## config.mk

```make
export PLATFORM = sky130hd
export DESIGN_NAME = tone_burst_dds
export DESIGN_NICKNAME = d
export VERILOG_FILES = /design/src/rtl/dds_pkg.sv /design/src/rtl/dds_tick_gen.sv /design/src/rtl/dds_period_timer.sv /design/src/rtl/dds_phase_core.sv /design/src/rtl/dds_out_stage.sv /design/src/rtl/tone_burst_dds.sv
export SDC_FILE = /design/constraint.sdc
export NUM_CORES = 1
export LEC_CHECK = 0
export ABC_AREA = 1
export BUFFER_PORTS_ARGS = -buffer_cell sky130_fd_sc_hd__buf_2
export CORE_AREA = 2 2 91 84
export DETAILED_ROUTE_END_ITERATION = 10
export DIE_AREA = 0 0 93 86
export PLACE_DENSITY = 0.77
export SLEW_MARGIN = 40
export SYNTH_ARGS = -nofsm -noshare
export SYNTH_HDL_FRONTEND = slang
export SYNTH_SLANG_ARGS = --single-unit
```

## constraint.sdc

```tcl
create_clock -name clk -period 2.6 [get_ports clk]
set_clock_uncertainty 0.1 [all_clocks]
set_input_delay 0.39 -clock clk [delete_from_list [all_inputs] [get_ports clk]]
set_output_delay 0.39 -clock clk [all_outputs]
set_load 0.1 [all_outputs]
```

## src/rtl/dds_pkg.sv

```systemverilog
package dds_pkg;

  // Burst engine state: waiting for the repetition timer, or sweeping the table.
  typedef enum logic {
    ST_IDLE = 1'b0,
    ST_RUN  = 1'b1
  } burst_state_e;

  // Default geometry of the generator.
  localparam int DEF_ADDR_W     = 14;
  localparam int DEF_FCW_W      = 8;
  localparam int DEF_SAMPLE_W   = 12;
  localparam int DEF_TICK_DIV   = 10;
  localparam int DEF_PERIOD_TCK = 5000;

endpackage

```

## src/rtl/dds_tick_gen.sv

```systemverilog
module dds_tick_gen #(
  parameter int TICK_DIV = dds_pkg::DEF_TICK_DIV
) (
  input  logic clk,
  input  logic rst,
  output logic tick_o
);
  localparam int DIV_W = (TICK_DIV > 1) ? $clog2(TICK_DIV) : 1;
  localparam logic [DIV_W-1:0] LAST = DIV_W'(TICK_DIV - 1);

  logic [DIV_W-1:0] cnt_q;

  assign tick_o = (cnt_q == LAST);

  always_ff @(posedge clk) begin
    if (rst) begin
      cnt_q <= '0;
    end else if (tick_o) begin
      cnt_q <= '0;
    end else begin
      cnt_q <= cnt_q + 1'b1;
    end
  end

  AST_TICK_SPACING: assert property (@(posedge clk) disable iff (rst)
    tick_o |=> !tick_o);

endmodule

```

## src/rtl/dds_period_timer.sv

```systemverilog
module dds_period_timer #(
  parameter int PERIOD_TICKS = dds_pkg::DEF_PERIOD_TCK
) (
  input  logic clk,
  input  logic rst,
  input  logic tick_i,
  input  logic start_i,
  output logic ready_o
);
  localparam int CNT_W = $clog2(PERIOD_TICKS + 1);
  localparam logic [CNT_W-1:0] LAST = CNT_W'(PERIOD_TICKS - 1);

  logic [CNT_W-1:0] cnt_q;

  // Saturates at LAST; a burst may start once it is reached.
  assign ready_o = (cnt_q == LAST);

  always_ff @(posedge clk) begin
    if (rst) begin
      cnt_q <= LAST;            // first burst fires on the first tick
    end else if (start_i) begin
      cnt_q <= '0;
    end else if (tick_i && !ready_o) begin
      cnt_q <= cnt_q + 1'b1;
    end
  end

  AST_CNT_BOUND: assert property (@(posedge clk) disable iff (rst)
    cnt_q <= LAST);

  AST_START_ON_TICK: assert property (@(posedge clk) disable iff (rst)
    start_i |-> tick_i);

endmodule

```

## src/rtl/dds_phase_core.sv

```systemverilog
module dds_phase_core
  import dds_pkg::*;
#(
  parameter int ADDR_W = DEF_ADDR_W,
  parameter int FCW_W  = DEF_FCW_W
) (
  input  logic              clk,
  input  logic              rst,
  input  logic              tick_i,
  input  logic              ready_i,
  input  logic [FCW_W-1:0]  fcw_i,
  output logic              start_o,
  output logic [ADDR_W-1:0] addr_o,
  output logic              addr_vld_o,
  output logic              stb_o
);
  localparam int SUM_W = ADDR_W + 1;

  burst_state_e      st_q;
  logic [ADDR_W-1:0] phase_q;
  logic [FCW_W-1:0]  fcw_q;
  logic [SUM_W-1:0]  sum;

  // Accumulator with one extra bit: its top bit marks the end of the table.
  assign sum     = {1'b0, phase_q} + SUM_W'(fcw_q);
  assign start_o = tick_i && (st_q == ST_IDLE) && ready_i;

  always_ff @(posedge clk) begin
    if (rst) begin
      st_q       <= ST_IDLE;
      phase_q    <= '0;
      fcw_q      <= '0;
      addr_o     <= '0;
      addr_vld_o <= 1'b0;
      stb_o      <= 1'b0;
    end else begin
      stb_o <= tick_i;
      if (tick_i) begin
        addr_o     <= phase_q;
        addr_vld_o <= (st_q == ST_RUN);
        if (st_q == ST_RUN) begin
          if (sum[ADDR_W]) begin
            phase_q <= '0;
            st_q    <= ST_IDLE;
          end else begin
            phase_q <= sum[ADDR_W-1:0];
          end
        end else if (ready_i) begin
          st_q    <= ST_RUN;
          phase_q <= '0;
          fcw_q   <= fcw_i;
        end
      end
    end
  end

  AST_END_CLEARS: assert property (@(posedge clk) disable iff (rst)
    $fell(st_q == ST_RUN) |-> (phase_q == '0));

  AST_FCW_HELD: assert property (@(posedge clk) disable iff (rst)
    ((st_q == ST_RUN) && $past(st_q == ST_RUN)) |-> $stable(fcw_q));

  AST_ADDR_STABLE: assert property (@(posedge clk) disable iff (rst)
    !$past(tick_i) |-> $stable(addr_o));

endmodule

```

## src/rtl/dds_out_stage.sv

```systemverilog
module dds_out_stage #(
  parameter int SAMPLE_W = dds_pkg::DEF_SAMPLE_W
) (
  input  logic                clk,
  input  logic                rst,
  input  logic                stb_i,
  input  logic                vld_i,
  input  logic [SAMPLE_W-1:0] mem_data_i,
  output logic [SAMPLE_W-1:0] sample_o,
  output logic                valid_o,
  output logic                active_o
);
  localparam logic [SAMPLE_W-1:0] MID = SAMPLE_W'(1) << (SAMPLE_W - 1);

  logic stb_d_q;

  // The strobe is delayed by one clock to cover the memory read latency.
  always_ff @(posedge clk) begin
    if (rst) begin
      stb_d_q  <= 1'b0;
      sample_o <= MID;
      valid_o  <= 1'b0;
      active_o <= 1'b0;
    end else begin
      stb_d_q <= stb_i;
      valid_o <= stb_d_q;
      if (stb_d_q) begin
        sample_o <= vld_i ? mem_data_i : MID;
        active_o <= vld_i;
      end
    end
  end

  AST_IDLE_MID: assert property (@(posedge clk) disable iff (rst)
    !active_o |-> (sample_o == MID));

  AST_VALID_PULSE: assert property (@(posedge clk) disable iff (rst)
    valid_o |=> !valid_o);

  AST_HOLD_BETWEEN: assert property (@(posedge clk) disable iff (rst)
    !valid_o |-> ($stable(sample_o) && $stable(active_o)));

endmodule

```

## src/rtl/tone_burst_dds.sv

```systemverilog
module tone_burst_dds
  import dds_pkg::*;
#(
  parameter int ADDR_W       = DEF_ADDR_W,
  parameter int FCW_W        = DEF_FCW_W,
  parameter int SAMPLE_W     = DEF_SAMPLE_W,
  parameter int TICK_DIV     = DEF_TICK_DIV,
  parameter int PERIOD_TICKS = DEF_PERIOD_TCK
) (
  input  logic                clk,
  input  logic                rst,
  input  logic [FCW_W-1:0]    fcw_i,
  output logic [ADDR_W-1:0]   mem_addr_o,
  input  logic [SAMPLE_W-1:0] mem_data_i,
  output logic [SAMPLE_W-1:0] sample_o,
  output logic                sample_valid_o,
  output logic                burst_active_o
);
  logic tick, ready, start, addr_vld, stb;

  initial begin
    if (TICK_DIV < 3) $error("TICK_DIV must be at least 3");
    if (ADDR_W + 1 < FCW_W) $error("accumulator narrower than control word");
  end

  dds_tick_gen #(.TICK_DIV(TICK_DIV)) u_tick (
    .clk    (clk),
    .rst    (rst),
    .tick_o (tick)
  );

  dds_period_timer #(.PERIOD_TICKS(PERIOD_TICKS)) u_timer (
    .clk     (clk),
    .rst     (rst),
    .tick_i  (tick),
    .start_i (start),
    .ready_o (ready)
  );

  dds_phase_core #(.ADDR_W(ADDR_W), .FCW_W(FCW_W)) u_core (
    .clk        (clk),
    .rst        (rst),
    .tick_i     (tick),
    .ready_i    (ready),
    .fcw_i      (fcw_i),
    .start_o    (start),
    .addr_o     (mem_addr_o),
    .addr_vld_o (addr_vld),
    .stb_o      (stb)
  );

  dds_out_stage #(.SAMPLE_W(SAMPLE_W)) u_out (
    .clk        (clk),
    .rst        (rst),
    .stb_i      (stb),
    .vld_i      (addr_vld),
    .mem_data_i (mem_data_i),
    .sample_o   (sample_o),
    .valid_o    (sample_valid_o),
    .active_o   (burst_active_o)
  );

endmodule

```

==> run summary, run 1 <==
crit path max fanout = 10
Post-Syn Nets = 508
Pwr Total = 2150 µW
gr busiest metal = met2
top cells by area, synth = dfxtp_1 41%, nand2_1 12%, nand3_1 7.4%
grt ovf = 0
DRC = 0
Global Route met3 Usage = 5.80%
Max Slew Vio Count = 0
cts repair resizes = 0
vias in the first global route = 2975
Hold WS = 0.168 ns
Worst Max-Slew Pin Slew = 0.594 ns
Rows = 29
Final setup viols = 0
post-CTS setup buffer count = 0
clk slew on worst S/H paths = 0.08 ns
io pins = 50
Post-synth EDFFs = 0
cells after synthesis = 474
Relative slew margins = 60.4%
setup_tns = 0 ns
met1 Use GR = 24.7%
count of cell types in the netlist = 37
Worst Path Arrival = 2.21 ns
most frequent cells in the layout = 110 x nand2_1, 71 x dfxtp_1, 62 x nor2_1
largest net degree at the start of global routing = 27
met2 Track Usage GR = 34.4%
layout cells sized above 1 = 18.5%
Mapped Avg Cell Area = 7.24 µm²
LEAKAGE = 0.00182 µW
clock root buffer = clkbuf_8
Starting Density = 49.2%
fin crit share = 79.8%
Ys Warns = 0
Area Growth Syn to Fin = 15.7%
crit start category = flip-flop
aggregate global-route resource usage = 20.0%
Yosys top cell area share = 41.4%
core area = 0.00697 mm²
DR vias/cell = 5.00
number of nets in the layout = 558
Place WS = 0.538 ns
antenna violations before repair = 0
CP Capture Type = flip-flop
GP Congestion = 0.902
dominant cell type by area after synthesis = dfxtp_1
min Tclk post-route = 2.07 ns
htree depth = 3
Max-Cap Viols = 0
post-detailed-routing wire length = 7380 µm
hold-fix buffers at CTS = 0
Fill cells = 684
first-pass GRT wire length = 12900 µm
Max IR drop VDD = 0.000247 V
power per cell area = 543 mW/mm²
Port Buf Inserts = 49
Die W = 93 µm
commonest non-fill, non-tap cell in the layout = nand2_1
asr flop ratio synth = 0%
via count = 3107
Routed WL per cell = 11.9 µm
cts bufs inserted = 9
worst min-delay path category = input pin to flip-flop
sequential share of the synthesized area = 41.4%
Clock Latency Late Sink = 0.35 ns
CTS tree = built
synthesis-stage register bit count = 71
n_diodes = 0
highest clock rate = 482 MHz
die area = 0.00800 mm²
clk sinks = 71
ANT nets after route = 0
CP required = 2.74 ns
drt first pass iters = 4
HPWL Detailed = 5420 µm
clock buffer depth = 2
RSZ-0062 raised after global routing = false
drt first-iter violations = 155
status = finished clean
top_reg_cell synth = dfxtp_1
critical path class = flip-flop to flip-flop
PnR worst setup slack = 0.526 ns
mapped cell area = 0.00343 mm²
die height = 86 µm
Hold Fails Final Rpt = 0
-- final timing paths --
path                            cells after the start                               to                         start  slack, ns
worst min register to register                      2         u_out.stb_d_q$_SDFF_PP0_       u_core.stb_o$_SDFF_PP0_       0.31
worst min-delay path                                3  u_out.sample_o[11]$_SDFFE_PP1P_                mem_data_i[11]       0.17
worst max register to register                     13  u_core.phase_q[11]$_SDFFE_PP0P_  u_core.fcw_q[0]$_SDFFE_PP0P_       0.53
worst max-delay path                               13  u_core.phase_q[11]$_SDFFE_PP0P_  u_core.fcw_q[0]$_SDFFE_PP0P_       0.53
-- cell families after synthesis --
kind of cell	after synthesis	share of synthesized area, %
fa+ha+maj	12	4.60
compound gates	65	9.89
flops	71	41.4
simple gates	259	35.3
buf+inv	62	7.52
xor+xnor	5	1.28
-- sequential cells by signal (all words and copies together), names as in the netlist --
signal and count:
u_core.addr_o 14, u_core.phase_q 14, u_timer.cnt_q 13, u_out.sample_o 12
u_core.fcw_q 8, u_tick.cnt_q 4, u_core.addr_vld_o 1, u_core.st_q 1
u_core.stb_o 1, u_out.active_o 1, u_out.stb_d_q 1, u_out.valid_o 1
-- worst max-delay path, stage by stage (launching register included) --
cell     delay, ns
dfxtp_1       0.34
ha_1          0.19
inv_1         0.06
fa_1          0.40
inv_1         0.07
nand2_1       0.04
nand2_1       0.09
nand3_2       0.08
nand2_2       0.09
nand2_1       0.07
nand3_2       0.10
nand2_1       0.08
nand2_2       0.18
nor2_1        0.07
-- metrics by stage --
stage	area, µm²	utilization, %	instances
after floorplan	3430	-	474
after global placement	3740	53.7	606
after detailed placement	3740	53.7	606
after CTS	3970	57.0	622
after global routing	3970	57.0	622
final	3970	57.0	622
-- power breakdown --
part	leakage (µW)	switching [µW]	internal, µW
registers	0.000573	8.38	1090
clock network	0.000111	443	551
logic	0.00114	35.6	23.4
-- synthesized netlist by cell type, types with 4 or more instances --
master    count
ha_1         11
nand2_2       6
nand3_2       5
or2_2         4
a21oi_1      31
nand3_1      51
nor2_1       62
o21ai_0      27
inv_1        44
dfxtp_1      71
nand2_1     110
clkbuf_1     10
-- layer usage --
metal	vias to the layer above	routed length, µm	part of all wire, %
met3	5	382	5.2
met4	0	61	0.83
met1	1409	3420	46
met2	57	3520	48
li1	1636	-	-
met5	-	0	0
-- area by class of cell --
cell class              count  area, µm²  share of cell area, %
multi-input cells         341       1750                   44.1
flip-flops and latches     71       1420                   35.8
repair buffers             51        260                   6.56
inverters                  50        194                   4.89
clock buffers               9        124                   3.12
well taps                  93        116                   2.93
clock inverters             7        103                   2.59
(Power assumes the default switching activity.)
==> run 2, diff against run 1 <==
--- a/config.mk
+++ b/config.mk
@@ -5,12 +5,12 @@
 export SDC_FILE = /design/constraint.sdc
 export NUM_CORES = 1
 export LEC_CHECK = 0
-export ABC_AREA = 1
+export ABC_AREA = 0
 export BUFFER_PORTS_ARGS = -buffer_cell sky130_fd_sc_hd__buf_2
-export CORE_AREA = 2 2 91 84
+export CORE_AREA = 2 2 88 81
 export DETAILED_ROUTE_END_ITERATION = 10
-export DIE_AREA = 0 0 93 86
-export PLACE_DENSITY = 0.77
+export DIE_AREA = 0 0 90 83
+export PLACE_DENSITY = 0.8
 export SLEW_MARGIN = 40
 export SYNTH_ARGS = -nofsm -noshare
 export SYNTH_HDL_FRONTEND = slang
==> constraint.sdc (replaced) <==
create_clock -name clk -period 1.8 [get_ports clk]
set_clock_uncertainty 0.1 [all_clocks]
set_input_delay 0.27 -clock clk [delete_from_list [all_inputs] [get_ports clk]]
set_output_delay 0.27 -clock clk [all_outputs]
set_load 0.1 [all_outputs]
==> run 2 against run 1 <==
The run now ends with negative setup slack left. Largest cell class unchanged. Non-clock buffer count increased by 89. Register-to-register slack got worse by 1.0 ns. Final area grew 17%. Highest routed layer unchanged. Sequential power grew 44%.
==> run summary, run 2 <==
Max Slew Vio Count = 0 (unchanged)
Die W = 90 µm (was 93 µm)
layout cells sized above 1 = 38.8% (was 18.5%)
crit start category = flip-flop (unchanged)
slowest stage delay, CP = 0.49 ns (was 0.40 ns)
Place WS = -0.384 ns (was 0.538 ns)
Mapped Avg Cell Area = 8.45 µm² (was 7.24 µm²)
clk sinks = 71 (unchanged)
cells after synthesis = 379 (was 474)
Routed WL per cell = 16.6 µm (was 11.9 µm)
Max IR drop VDD = 0.000370 V (was 0.000247 V)
Clock Latency Late Sink = 0.37 ns (was 0.35 ns)
fin crit share = 127% (was 79.8%)
die area = 0.00747 mm² (was 0.00800 mm²)
top cells by area, synth = dfxtp_1 44%, a21oi_1 7.8%, nand2_1 7.0% (was dfxtp_1 41%, nand2_1 12%, nand3_1 7.4%)
Yosys top cell area share = 44.4% (was 41.4%)
clock buffer depth = 2 (unchanged)
GP Congestion = 0.882 (was 0.902)
Largest regs = u_core.addr_o: 14 flops, u_core.phase_q: 14 flops, u_timer.cnt_q: 13 flops (unchanged)
count leader, synth = dfxtp_1 (was nand2_1)
Worst Max-Slew Pin Slew = 0.495 ns (was 0.594 ns)
Max-Cap Viols = 0 (unchanged)
die height = 83 µm (was 86 µm)
DRC = 0 (unchanged)
commonest non-fill, non-tap cell in the layout = buf_4 (was nand2_1)
critical path's slowest cell = o41ai_4 (was fa_1)
Relative slew margins = 67.2% (was 60.4%)
via count = 3381 (was 3107)
CP Capture Type = flip-flop (unchanged)
count of cell types in the netlist = 47 (was 37)
asr flop ratio synth = 0% (unchanged)
aggregate global-route resource usage = 23.3% (was 20.0%)
antenna violations before repair = 0 (unchanged)
commonest cells in the netlist = 71 x dfxtp_1, 60 x nand2_1, 50 x a21oi_1 (was 110 x nand2_1, 71 x dfxtp_1, 62 x nor2_1)
Finished Cell Area = 0.00465 mm² (was 0.00397 mm²)
Port Buf Inserts = 49 (unchanged)
Final setup viols = 33 (was 0)
CP required = 1.97 ns (was 2.74 ns)
drt first pass iters = 5 (was 4)
Worst Path Arrival = 2.47 ns (was 2.21 ns)
first-pass GRT wire length = 14300 µm (was 12900 µm)
critical path class = flip-flop to flip-flop (unchanged)
HPWL Detailed = 5900 µm (was 5420 µm)
largest net degree at the start of global routing = 37 (was 27)
vias in the first global route = 3143 (was 2975)
mapped cell area = 0.00320 mm² (was 0.00343 mm²)
most frequent cells in the layout = 82 x buf_4, 64 x dfxtp_1, 59 x nand2_1 (was 110 x nand2_1, 71 x dfxtp_1, 62 x nor2_1)
post-detailed-routing wire length = 10000 µm (was 7380 µm)
number of nets in the layout = 545 (was 558)
drt first-iter violations = 279 (was 155)
cts bufs inserted = 9 (unchanged)
dominant cell type by area after synthesis = dfxtp_1 (unchanged)
highest clock rate = 436 MHz (was 482 MHz)
crit path max fanout = 7 (was 10)
grt ovf = 0 (unchanged)
io pins = 50 (unchanged)
n_diodes = 0 (unchanged)
CTS tree = built (unchanged)
Rows = 28 (was 29)
DR vias/cell = 5.58 (was 5.00)
Ys Warns = 0 (unchanged)
ANT nets after route = 0 (unchanged)
LEAKAGE = 0.00206 µW (was 0.00182 µW)
power per cell area = 631 mW/mm² (was 543 mW/mm²)
PnR worst setup slack = -0.493 ns (was 0.526 ns)
Hold Fails Final Rpt = 0 (unchanged)
top_reg_cell synth = dfxtp_1 (unchanged)
hold-fix buffers at CTS = 0 (unchanged)
Area Growth Syn to Fin = 45.3% (was 15.7%)
Placed Area = 0.00407 mm² (was 0.00374 mm²)
core area = 0.00652 mm² (was 0.00697 mm²)
Post-synth EDFFs = 0 (unchanged)
violated checks = negative setup slack
status = complete, but fails checks (was finished clean)
worst path cell trace = ha_4 -> inv_2 -> fa_2 -> nor2b_4 -> o31a_1 -> o41ai_4 -> o21ai_2 -> a211oi_1 (was ha_1 -> inv_1 -> fa_1 -> inv_1 -> nand2_1 -> nand2_1 -> nand3_2 -> nand2_2 -> nand2_1 -> nand3_2 -> nand2_1 -> nand2_2 -> nor2_1)
clk slew on worst S/H paths = 0.09 ns (was 0.08 ns)
worst min-delay path category = input pin to flip-flop (unchanged)
sequential share of the synthesized area = 44.4% (was 41.4%)
htree depth = 3 (unchanged)
clock root buffer = clkbuf_8 (unchanged)
min Tclk post-route = 2.29 ns (was 2.07 ns)
RSZ-0062 raised after global routing = true (was false)
synthesis-stage register bit count = 71 (unchanged)
Starting Density = 49.2% (about the same)
Post-Syn Nets = 413 (was 508)
==> run 2: cell types whose count changed after synthesis, sizes merged, moves of 7 or more <==
| cell | previous run | this run |
|---|---|---|
| nor2b | 0 | 15 |
| a211o | 0 | 7 |
| nand3 | 56 | 15 |
| nand2 | 118 | 60 |
| nor2 | 67 | 24 |
| a21oi | 31 | 50 |
| and2 | 0 | 7 |
| o21ai | 28 | 8 |
| inv | 49 | 11 |
==> run 2: layout make-up <==
class,instances,area (µm²)
clock inverters,7,62.6
multi-input cells,278,1900
well taps,90,113
fillers,434,1860
flip-flops and latches,71,1430
clock buffers,9,124
inverters,11,41.3
repair buffers,140,977
==> run 2: worst paths after layout <==
path	to	cells past startpoint	startpoint	slack, ns
max	u_core.phase_q[1]$_SDFFE_PP0P_	8	u_core.fcw_q[0]$_SDFFE_PP0P_	-0.49
min	u_out.sample_o[4]$_SDFFE_PP0P_	3	mem_data_i[4]	0.02
max reg2reg	u_core.phase_q[1]$_SDFFE_PP0P_	8	u_core.fcw_q[0]$_SDFFE_PP0P_	-0.49
min reg2reg	u_out.stb_d_q$_SDFF_PP0_	1	u_core.stb_o$_SDFF_PP0_	0.34
==> run 2: what timing repair did <==
item                       in CTS  in global routing
setup endpoints to repair      35                 35
pin swaps                      14                 32
setup buffers                   6                 16
resized for setup              23                 35
gates cloned                    0                  2
==> run 2: stage by stage <==
step                cells  power [µW]  setup TNS, ns  utilization [%]  hold WS, ns
detailed placement    568        1710          -6.71             62.5        0.330
global route          606        3020         -10.52             71.4       0.0436
CTS                   590        2890          -5.74             67.7       0.0439
floorplan             379        1660          -2.69                -        0.309
finish                606        2940          -7.68             71.4       0.0234
global placement      568        1710          -5.51             62.5        0.323
==> run 2: cells by family (layout without fill, tap and decap cells) <==
family,count (synthesis),count (layout),synth area share (%)
simple gates,154,154,23.4
compound gates,97,97,19.4
flops,71,71,44.4
buf+inv,30,167,3.67
fa+ha+maj,12,12,4.92
xor+xnor,12,12,3.28
mux,3,3,0.937
==> run 2: per-layer routing <==
metal	GRT usage (%)	up-vias	share of wire (%)	routed length [µm]
li1	-	1599	-	-
met1	28.5	1594	42	4170
met2	40.9	156	49	4910
met3	2.99	32	6.3	633
met4	10.9	0	3.2	325
met5	0	-	0	0
==> run 2: power by group <==
part	internal (µW)	total, µW	switching [µW]
combinational	55.3	119	63.7
clock	528	1240	710
sequential	1580	1580	5.03
total	2160	2940	779
==> run 2: worst max-delay path, delay by kind of cell (launching register included) <==
kind / cells / cell delay, ns
simple gates: 1 / 0.05
fa+ha+maj: 2 / 0.39
flops: 1 / 0.35
buf+inv: 1 / 0.05
compound gates: 4 / 1.26
